File: src/rtl/spi_dbuf_pkg.sv
package spi_dbuf_pkg;

    localparam int BYTE_W = 8;

    typedef struct packed {
        logic rxie;
        logic rsvd;
        logic master;
        logic cpol;
        logic cpha;
        logic wom;
        logic en;
        logic txie;
    } ctrl_t;

    localparam logic [BYTE_W-1:0] CTRL_RESET = 8'b0010_1000;

    localparam logic [1:0] ADDR_CTRL = 2'd0;
    localparam logic [1:0] ADDR_STAT = 2'd1;
    localparam logic [1:0] ADDR_DATA = 2'd2;

    typedef struct packed {
        logic [4:0] zero;
        logic       tx_empty;
        logic       overrun;
        logic       rx_full;
    } stat_t;

    // bus value to control fields, reserved position forced low
    function automatic ctrl_t ctrl_from_bus(input logic [BYTE_W-1:0] w);
        ctrl_t c;
        c      = ctrl_t'(w);
        c.rsvd = 1'b0;
        return c;
    endfunction

endpackage

File: src/rtl/spi_dbuf_regs.sv
module spi_dbuf_regs
    import spi_dbuf_pkg::*;
#(
    parameter int BW = BYTE_W
) (
    input  logic          clk,
    input  logic          rst,
    input  logic          bus_en,
    input  logic          bus_we,
    input  logic [1:0]    bus_addr,
    input  logic [BW-1:0] bus_wdata,
    output logic [BW-1:0] bus_rdata,
    input  logic          load,
    input  logic          done,
    input  logic [BW-1:0] rx_byte,
    output ctrl_t         ctrl,
    output logic [BW-1:0] tx_byte,
    output logic          tx_pending,
    output logic          irq
);

    logic          tx_empty;
    logic          rx_full;
    logic          overrun;
    logic [BW-1:0] rx_q;
    logic          wr_ctrl;
    logic          wr_data;
    logic          rd_data;
    stat_t         stat;

    assign wr_ctrl = bus_en && bus_we && (bus_addr == ADDR_CTRL);
    assign wr_data = bus_en && bus_we && (bus_addr == ADDR_DATA) && ctrl.en;
    assign rd_data = bus_en && !bus_we && (bus_addr == ADDR_DATA);

    always_ff @(posedge clk) begin
        if (rst) begin
            ctrl     <= ctrl_t'(CTRL_RESET);
            tx_byte  <= '0;
            tx_empty <= 1'b1;
            rx_q     <= '0;
            rx_full  <= 1'b0;
            overrun  <= 1'b0;
        end else begin
            if (wr_ctrl)
                ctrl <= ctrl_from_bus(bus_wdata);
            if (load)
                tx_empty <= 1'b1;
            if (wr_data) begin
                tx_byte  <= bus_wdata;
                tx_empty <= 1'b0;
            end
            if (rd_data) begin
                rx_full <= 1'b0;
                overrun <= 1'b0;
            end
            if (done) begin
                rx_q    <= rx_byte;
                rx_full <= 1'b1;
                if (rx_full && !rd_data)
                    overrun <= 1'b1;
            end
        end
    end

    always_comb begin
        stat          = '0;
        stat.tx_empty = tx_empty;
        stat.overrun  = overrun;
        stat.rx_full  = rx_full;
        unique case (bus_addr)
            ADDR_CTRL: bus_rdata = ctrl;
            ADDR_STAT: bus_rdata = stat;
            ADDR_DATA: bus_rdata = rx_q;
            default:   bus_rdata = '0;
        endcase
    end

    assign tx_pending = !tx_empty;
    assign irq = (ctrl.rxie && rx_full) || (ctrl.txie && tx_empty);

    // overrun only ever accompanies a full receive register
    a_r7_overrun_with_full: assert property (@(posedge clk) disable iff (rst)
        overrun |-> rx_full);

    // a finished byte always leaves the full flag set
    a_r5_done_sets_full: assert property (@(posedge clk) disable iff (rst)
        done |=> rx_full);

    // moving the byte into the shifter empties the holding register
    a_r8_load_empties: assert property (@(posedge clk) disable iff (rst)
        (load && !wr_data) |=> tx_empty);

    // data writes while disabled leave the transmit flag untouched
    a_r9_disabled_write: assert property (@(posedge clk) disable iff (rst)
        (bus_en && bus_we && bus_addr == ADDR_DATA && !ctrl.en) |=> $stable(tx_empty));

endmodule

File: src/rtl/spi_dbuf_clkgen.sv
module spi_dbuf_clkgen #(
    parameter int DIV_HALF = 2,
    parameter int EDGES    = 16
) (
    input  logic clk,
    input  logic rst,
    input  logic run,
    output logic lead,
    output logic trail,
    output logic last,
    output logic ph_o
);

    localparam int HW = (DIV_HALF > 1) ? $clog2(DIV_HALF) : 1;
    localparam int EW = $clog2(EDGES);

    logic [HW-1:0] hcnt;
    logic [EW-1:0] ecnt;
    logic          ph;
    logic          tick;

    assign tick  = run && (hcnt == HW'(DIV_HALF - 1));
    assign lead  = tick && !ecnt[0];
    assign trail = tick && ecnt[0];
    assign last  = trail && (ecnt == EW'(EDGES - 1));
    assign ph_o  = ph && run;

    always_ff @(posedge clk) begin
        if (rst || !run) begin
            hcnt <= '0;
            ecnt <= '0;
            ph   <= 1'b0;
        end else if (tick) begin
            hcnt <= '0;
            ecnt <= ecnt + 1'b1;
            ph   <= ~ph;
        end else begin
            hcnt <= hcnt + 1'b1;
        end
    end

    // the divider is back at rest whenever no master transfer runs
    a_r3_rest_phase: assert property (@(posedge clk) disable iff (rst)
        !run |=> (ecnt == '0 && !ph));

    // a leading tick always moves the clock away from its idle level
    a_r4_lead_moves: assert property (@(posedge clk) disable iff (rst)
        lead |=> ph);

endmodule

File: src/rtl/spi_dbuf_sync.sv
module spi_dbuf_sync #(
    parameter int STAGES = 2
) (
    input  logic clk,
    input  logic rst,
    input  logic cpol,
    input  logic sck_i,
    input  logic mosi_i,
    input  logic ss_n_i,
    output logic s_lead,
    output logic s_trail,
    output logic s_mosi,
    output logic s_ss_low,
    output logic s_ss_fall
);

    logic [STAGES-1:0] sck_p;
    logic [STAGES-1:0] mosi_p;
    logic [STAGES-1:0] ss_p;
    logic              sck_d;
    logic              ss_d;
    logic              sck_s;

    always_ff @(posedge clk) begin
        if (rst) begin
            sck_p  <= '0;
            mosi_p <= '0;
            ss_p   <= '1;
            sck_d  <= 1'b0;
            ss_d   <= 1'b1;
        end else begin
            sck_p  <= {sck_p[STAGES-2:0], sck_i};
            mosi_p <= {mosi_p[STAGES-2:0], mosi_i};
            ss_p   <= {ss_p[STAGES-2:0], ss_n_i};
            sck_d  <= sck_p[STAGES-1];
            ss_d   <= ss_p[STAGES-1];
        end
    end

    assign sck_s     = sck_p[STAGES-1];
    assign s_lead    = (sck_s != cpol) && (sck_d == cpol);
    assign s_trail   = (sck_s == cpol) && (sck_d != cpol);
    assign s_mosi    = mosi_p[STAGES-1];
    assign s_ss_low  = !ss_p[STAGES-1];
    assign s_ss_fall = ss_d && !ss_p[STAGES-1];

    // one select fall yields a single start pulse
    a_r11_single_fall: assert property (@(posedge clk) disable iff (rst)
        s_ss_fall |=> !s_ss_fall);

endmodule

File: src/rtl/spi_dbuf_shift.sv
module spi_dbuf_shift #(
    parameter int BW = 8
) (
    input  logic          clk,
    input  logic          rst,
    input  logic          en,
    input  logic          master,
    input  logic          cpha,
    input  logic [BW-1:0] tx_byte,
    input  logic          tx_pending,
    input  logic          m_lead,
    input  logic          m_trail,
    input  logic          m_last,
    input  logic          s_lead,
    input  logic          s_trail,
    input  logic          s_mosi,
    input  logic          s_ss_low,
    input  logic          s_ss_fall,
    input  logic          miso_i,
    output logic          busy,
    output logic          load,
    output logic          done,
    output logic [BW-1:0] rx_byte,
    output logic          dout
);

    localparam int CW = $clog2(BW + 1);

    logic [BW-1:0] tx_sr;
    logic [BW-1:0] rx_sr;
    logic [CW-1:0] cnt;
    logic          lead;
    logic          trail;
    logic          din;
    logic          sample_e;
    logic          shift_e;
    logic          abort;
    logic          start;
    logic          fin;

    always_comb begin
        lead     = master ? m_lead  : (s_lead  && s_ss_low);
        trail    = master ? m_trail : (s_trail && s_ss_low);
        din      = master ? miso_i  : s_mosi;
        sample_e = cpha ? trail : lead;
        shift_e  = cpha ? lead  : trail;
        abort    = !en || (!master && !s_ss_low);
        start    = en && !busy &&
                   (master ? tx_pending : (cpha ? (s_lead && s_ss_low) : s_ss_fall));
        rx_byte  = {rx_sr[BW-2:0], din};
        done     = busy && !abort && sample_e && (cnt == CW'(BW - 1));
        fin      = master ? m_last : done;
    end

    always_ff @(posedge clk) begin
        if (rst) begin
            busy  <= 1'b0;
            cnt   <= '0;
            tx_sr <= '0;
            rx_sr <= '0;
        end else if (abort) begin
            busy <= 1'b0;
            cnt  <= '0;
        end else if (start) begin
            busy  <= 1'b1;
            cnt   <= '0;
            tx_sr <= tx_byte;
        end else if (busy) begin
            if (sample_e) begin
                rx_sr <= rx_byte;
                cnt   <= cnt + 1'b1;
            end
            if (shift_e && !(cpha && cnt == '0))
                tx_sr <= {tx_sr[BW-2:0], 1'b0};
            if (fin)
                busy <= 1'b0;
        end
    end

    assign load = start;
    assign dout = tx_sr[BW-1];

    // never more samples than bits in a byte
    a_r4_count_bound: assert property (@(posedge clk) disable iff (rst)
        cnt <= CW'(BW));

    // a transfer only begins while the block is enabled
    a_r9_start_enabled: assert property (@(posedge clk) disable iff (rst)
        $rose(busy) |-> $past(en));

    // a slave goes idle after its last bit and waits for a new start
    a_r11_slave_idle_after_byte: assert property (@(posedge clk) disable iff (rst)
        (done && !master) |=> !busy);

endmodule

File: src/rtl/spi_dbuf.sv
module spi_dbuf
    import spi_dbuf_pkg::*;
#(
    parameter int DIV_HALF    = 2,
    parameter int SYNC_STAGES = 2
) (
    input  logic        clk,
    input  logic        rst,
    input  logic        bus_en,
    input  logic        bus_we,
    input  logic [1:0]  bus_addr,
    input  logic [7:0]  bus_wdata,
    output logic [7:0]  bus_rdata,
    output logic        irq,
    input  logic        sck_i,
    output logic        sck_o,
    output logic        sck_oe,
    input  logic        mosi_i,
    output logic        mosi_o,
    output logic        mosi_oe,
    input  logic        miso_i,
    output logic        miso_o,
    output logic        miso_oe,
    input  logic        ss_n_i
);

    localparam int EDGES = 2 * BYTE_W;

    ctrl_t             ctrl;
    logic [BYTE_W-1:0] tx_byte;
    logic [BYTE_W-1:0] rx_byte;
    logic              tx_pending;
    logic              load;
    logic              done;
    logic              busy;
    logic              run;
    logic              m_lead, m_trail, m_last, ph;
    logic              s_lead, s_trail, s_mosi, s_ss_low, s_ss_fall;
    logic              dout;

    spi_dbuf_regs #(.BW(BYTE_W)) u_regs (
        .clk(clk), .rst(rst),
        .bus_en(bus_en), .bus_we(bus_we), .bus_addr(bus_addr),
        .bus_wdata(bus_wdata), .bus_rdata(bus_rdata),
        .load(load), .done(done), .rx_byte(rx_byte),
        .ctrl(ctrl), .tx_byte(tx_byte), .tx_pending(tx_pending), .irq(irq)
    );

    assign run = busy && ctrl.master;

    spi_dbuf_clkgen #(.DIV_HALF(DIV_HALF), .EDGES(EDGES)) u_clkgen (
        .clk(clk), .rst(rst), .run(run),
        .lead(m_lead), .trail(m_trail), .last(m_last), .ph_o(ph)
    );

    spi_dbuf_sync #(.STAGES(SYNC_STAGES)) u_sync (
        .clk(clk), .rst(rst), .cpol(ctrl.cpol),
        .sck_i(sck_i), .mosi_i(mosi_i), .ss_n_i(ss_n_i),
        .s_lead(s_lead), .s_trail(s_trail), .s_mosi(s_mosi),
        .s_ss_low(s_ss_low), .s_ss_fall(s_ss_fall)
    );

    spi_dbuf_shift #(.BW(BYTE_W)) u_shift (
        .clk(clk), .rst(rst),
        .en(ctrl.en), .master(ctrl.master), .cpha(ctrl.cpha),
        .tx_byte(tx_byte), .tx_pending(tx_pending),
        .m_lead(m_lead), .m_trail(m_trail), .m_last(m_last),
        .s_lead(s_lead), .s_trail(s_trail), .s_mosi(s_mosi),
        .s_ss_low(s_ss_low), .s_ss_fall(s_ss_fall),
        .miso_i(miso_i),
        .busy(busy), .load(load), .done(done), .rx_byte(rx_byte), .dout(dout)
    );

    assign sck_o   = ctrl.cpol ^ ph;
    assign sck_oe  = ctrl.en && ctrl.master;
    assign mosi_oe = ctrl.en && ctrl.master;
    assign mosi_o  = dout;
    assign miso_oe = ctrl.en && !ctrl.master && s_ss_low;
    assign miso_o  = dout;

    // with the block disabled no pin is driven
    a_r12_disabled_quiet: assert property (@(posedge clk) disable iff (rst)
        !ctrl.en |-> !(sck_oe || mosi_oe || miso_oe));

endmodule

File: config.mk
export PLATFORM = sky130hd
export DESIGN_NAME = spi_dbuf
export DESIGN_NICKNAME = d
export VERILOG_FILES = /design/src/rtl/spi_dbuf_pkg.sv /design/src/rtl/spi_dbuf_regs.sv /design/src/rtl/spi_dbuf_clkgen.sv /design/src/rtl/spi_dbuf_sync.sv /design/src/rtl/spi_dbuf_shift.sv /design/src/rtl/spi_dbuf.sv
export SDC_FILE = /design/constraint.sdc
export NUM_CORES = 1
export LEC_CHECK = 0
export ABC_AREA = 1
export BUFFER_PORTS_ARGS = -buffer_cell sky130_fd_sc_hd__buf_2
export CAP_MARGIN = 20
export CORE_ASPECT_RATIO = 1.1
export CORE_MARGIN = 10
export CORE_UTILIZATION = 34
export DETAILED_ROUTE_END_ITERATION = 16
export PLACE_DENSITY = 0.61
export SLEW_MARGIN = 30
export SYNTH_ARGS = -nofsm -noshare
export SYNTH_HDL_FRONTEND = slang
export SYNTH_SLANG_ARGS = --single-unit
File: constraint.sdc
create_clock -name clk -period 1.8 [get_ports clk]
set_clock_uncertainty 0.1 [all_clocks]
set_input_delay 0.36 -clock clk [delete_from_list [all_inputs] [get_ports clk]]
set_output_delay 0.36 -clock clk [all_outputs]
set_load 0.03 [all_outputs]
==> metrics.cfg <==
[clock_tree]
insertion_delay_ns=0.34
cts-root-buf=clkbuf_8
clk_pin_slew_ns=0.07
h-tree-depth=3
cts_buffer_depth=2
clock_sinks=60
cts_made_buffers=9
cts_hold_buf=0
cts_tree=yes

[flow_run]
cap_violations=0

[placement]
hpwl_um=4710
place_inst=498
placedInstanceArea_um2=2960
io_buffers=32
gp_congestion=0.854

[grt]
grt_overflow=0
grt_antenna_before_repair=0
grt_pass1_wl_um=10700
grt_max_degree=22
grt_pass1_vias=2272
grt.total_usage=0.110

[power]
power_frac_clock=0.470
switching_share=0.221
power_frac_comb=0.053
powerDensity_nw_per_um2=862
p_seq_frac=0.477
vdd_drop_max_uv=484
p_sw_uw=625
p_leak_uw=0.00137
p_int_uw=2200

[layout]
fin_area_um2=3280
drive_above_1_share=0.223
utilization=0.434
nNetsFinal=428
synthToLayoutAreaGrowth_pct=23.3
diodes=0
final_cells=517

[route]
wl_um=6500
drtAntennaViolNets=0
vias=2459
first_iter_violations=183
via_per_inst=4.76
avgRoutedWirePerCell_um=12.6
firstDrtPassIters=4
drcViolationCount=0

[synth]
ys_ff_latch=60
synth-seq-area-share=0.451
ys_warn_count=0
yosysTopAreaCellShare=0.451
synth_top_area_cell=dfxtp_1
avgSynthCellArea_um2=7.31
synth.distinct_cells=32
syn-cell-area_um2=2660
synthCells=364
synth_area_leaders=dfxtp_1 45%, nand2_1 9.9%, inv_1 6.8%
syn_nets=385

[setup_path]
crit_path_end_kind=output port
path_class=reg -> out
arrival_ns=1.29
crit_family=flip-flops
slowest_stage=dfxtp_4
cp_slowest_stage_delay_ns=0.40
cp.required_ns=1.34
start_kind=flop
path_cells=buf_4 -> nand3_2 -> xor2_2 -> buf_6
crit_fanout=6
critPathBufInv=2

[floorplanning]
dieArea_um2=11800
die_h_um=113
fp.coreArea_um2=7560
pin_count=33
die_x_um=104
initial_core_util=0.352
std_cell_rows=33

[timing]
min_period_ns=1.75
timing.fmax_mhz=571
rsz0062_at_grt=true
drv_slew=0
setup_violations=0
finalCritPeriodShare=0.973
report.final.hold_viol_count=0
slew_headroom=0.739
tightest_slew_ns=0.392

[worst_hold_path]
min_path_type=in -> reg

[status]
outcome=completed

==> worst paths after layout <==
path | from | endpoint | slack [ns] | cells past startpoint
min reg2reg | u_sync.mosi_p[0] | u_sync.mosi_p[1] | 0.30 | 2
max | u_regs.ctrl[5] | sck_o | 0.05 | 4
min | ss_n_i | u_sync.ss_p[0] | 0.11 | 2
max reg2reg | u_regs.ctrl[4] | u_shift.tx_sr[3] | 0.12 | 10
==> area by class of cell <==
type,instances,area [um^2]
fill,777,4270
tap,105,131
clock inverter,5,75.1
inverter,49,188
sequential,60,1210
timing repair buffer,46,290
clock buffer,11,141
multi-input combinational,241,1250
==> cell families (layout without fill, tap and decap cells) <==
group,Yosys count,count (layout),share of synthesized area
flip-flops,60,60,0.451
AND/OR/NAND/NOR,157,157,0.267
buffers and inverters,63,111,0.0983
adder cells (fa/ha/maj),3,3,0.0141
AO/OA/AOI/OAI,77,77,0.157
XOR/XNOR,4,4,0.0132
==> worst reg2reg max path, cell delays in order, from the launching register on <==
cell	delay, ns
dfxtp_2	0.33
inv_2	0.11
nand2_1	0.09
nand2_2	0.09
nand3_1	0.13
o21ai_1	0.16
nand2_1	0.12
buf_8	0.18
o21ai_1	0.13
nand2_1	0.06
a21oi_1	0.12
==> routing by layer <==
metal / GRT usage / routed length [um] / vias up
met5: 0 / 0 / -
met4: 0.0399 / 108 / 0
met3: 0.0443 / 384 / 11
met2: 0.173 / 3120 / 45
met1: 0.131 / 2880 / 1133
li1: - / - / 1270
==> power groups by stage <==
stage	registers [uW]	logic, uW	clock network, uW
2_1_floorplan	1380	83.6	0
3_3_place_gp	1380	138	0
3_5_place_dp	1380	138	0
4_1_cts	1350	138	1360
5_1_grt	1350	168	1420
6_report	1350	150	1330
==> cells in the final DEF (no fill, tap or decap), types with 3 or more instances in the layout <==
master,instances
buf_4,14
dfxtp_1,58
nand3_1,23
o22ai_1,3
a31oi_1,3
clkinv_2,3
nor2_1,38
a21oi_1,33
nand4_1,4
nand2_1,68
o21ai_0,19
inv_1,46
nor2_2,3
o221ai_1,3
buf_2,27
clkbuf_8,10
nor3_2,3
xor2_1,3
o21ai_1,9
nand2_4,3
nand2_2,7
ha_1,3
==> per-stage QoR <==
step | worst slack [ns] | total power, uW | setup TNS [ns] | hold slack (ns)
final | 0.0479 | 2830 | 0 | 0.108
after global routing | -0.0735 | 2930 | -0.350 | 0.0950
after CTS | 0.00705 | 2840 | 0 | 0.0996
after detailed placement | 0.0786 | 1520 | 0 | 0.292
after global placement | 0.0971 | 1520 | 0 | 0.290
after floorplan | 0.0988 | 1460 | 0 | 0.288
==> synthesized netlist by cell type (all sizes together) <==
library cell and number:
a21oi 34, xor2 4, clkbuf 4, nor3 4
o221ai 3, nor2 42, or2 2, o22ai 5
inv 49, nand3 26, nand2 78, and3 1
a31oi 3, o21ai 28, dfxtp 60, ha 3
a211oi 2, o211ai 2, nand4 4, buf 10
==> timing repair <==
action / CTS / global route
pin swaps: 1 / 3
resized for setup: 7 / 20
buffers inserted: 0 / 4
endpoints found under the setup margin: 3 / 23
==> registers in the layout, summed over array words and instances, names as in the netlist <==
name	cells
u_clkgen.ecnt	4
u_clkgen.hcnt	1
u_clkgen.ph	1
u_regs.ctrl	7
u_regs.overrun	1
u_regs.rx_full	1
u_regs.rx_q	8
u_regs.tx_byte	8
u_regs.tx_empty	1
u_shift.busy	1
u_shift.cnt	4
u_shift.rx_sr	7
u_shift.tx_sr	8
u_sync.mosi_p	2
u_sync.sck_d	1
u_sync.sck_p	2
u_sync.ss_d	1
u_sync.ss_p	2
No activity file was read; power rests on OpenSTA's default activity.
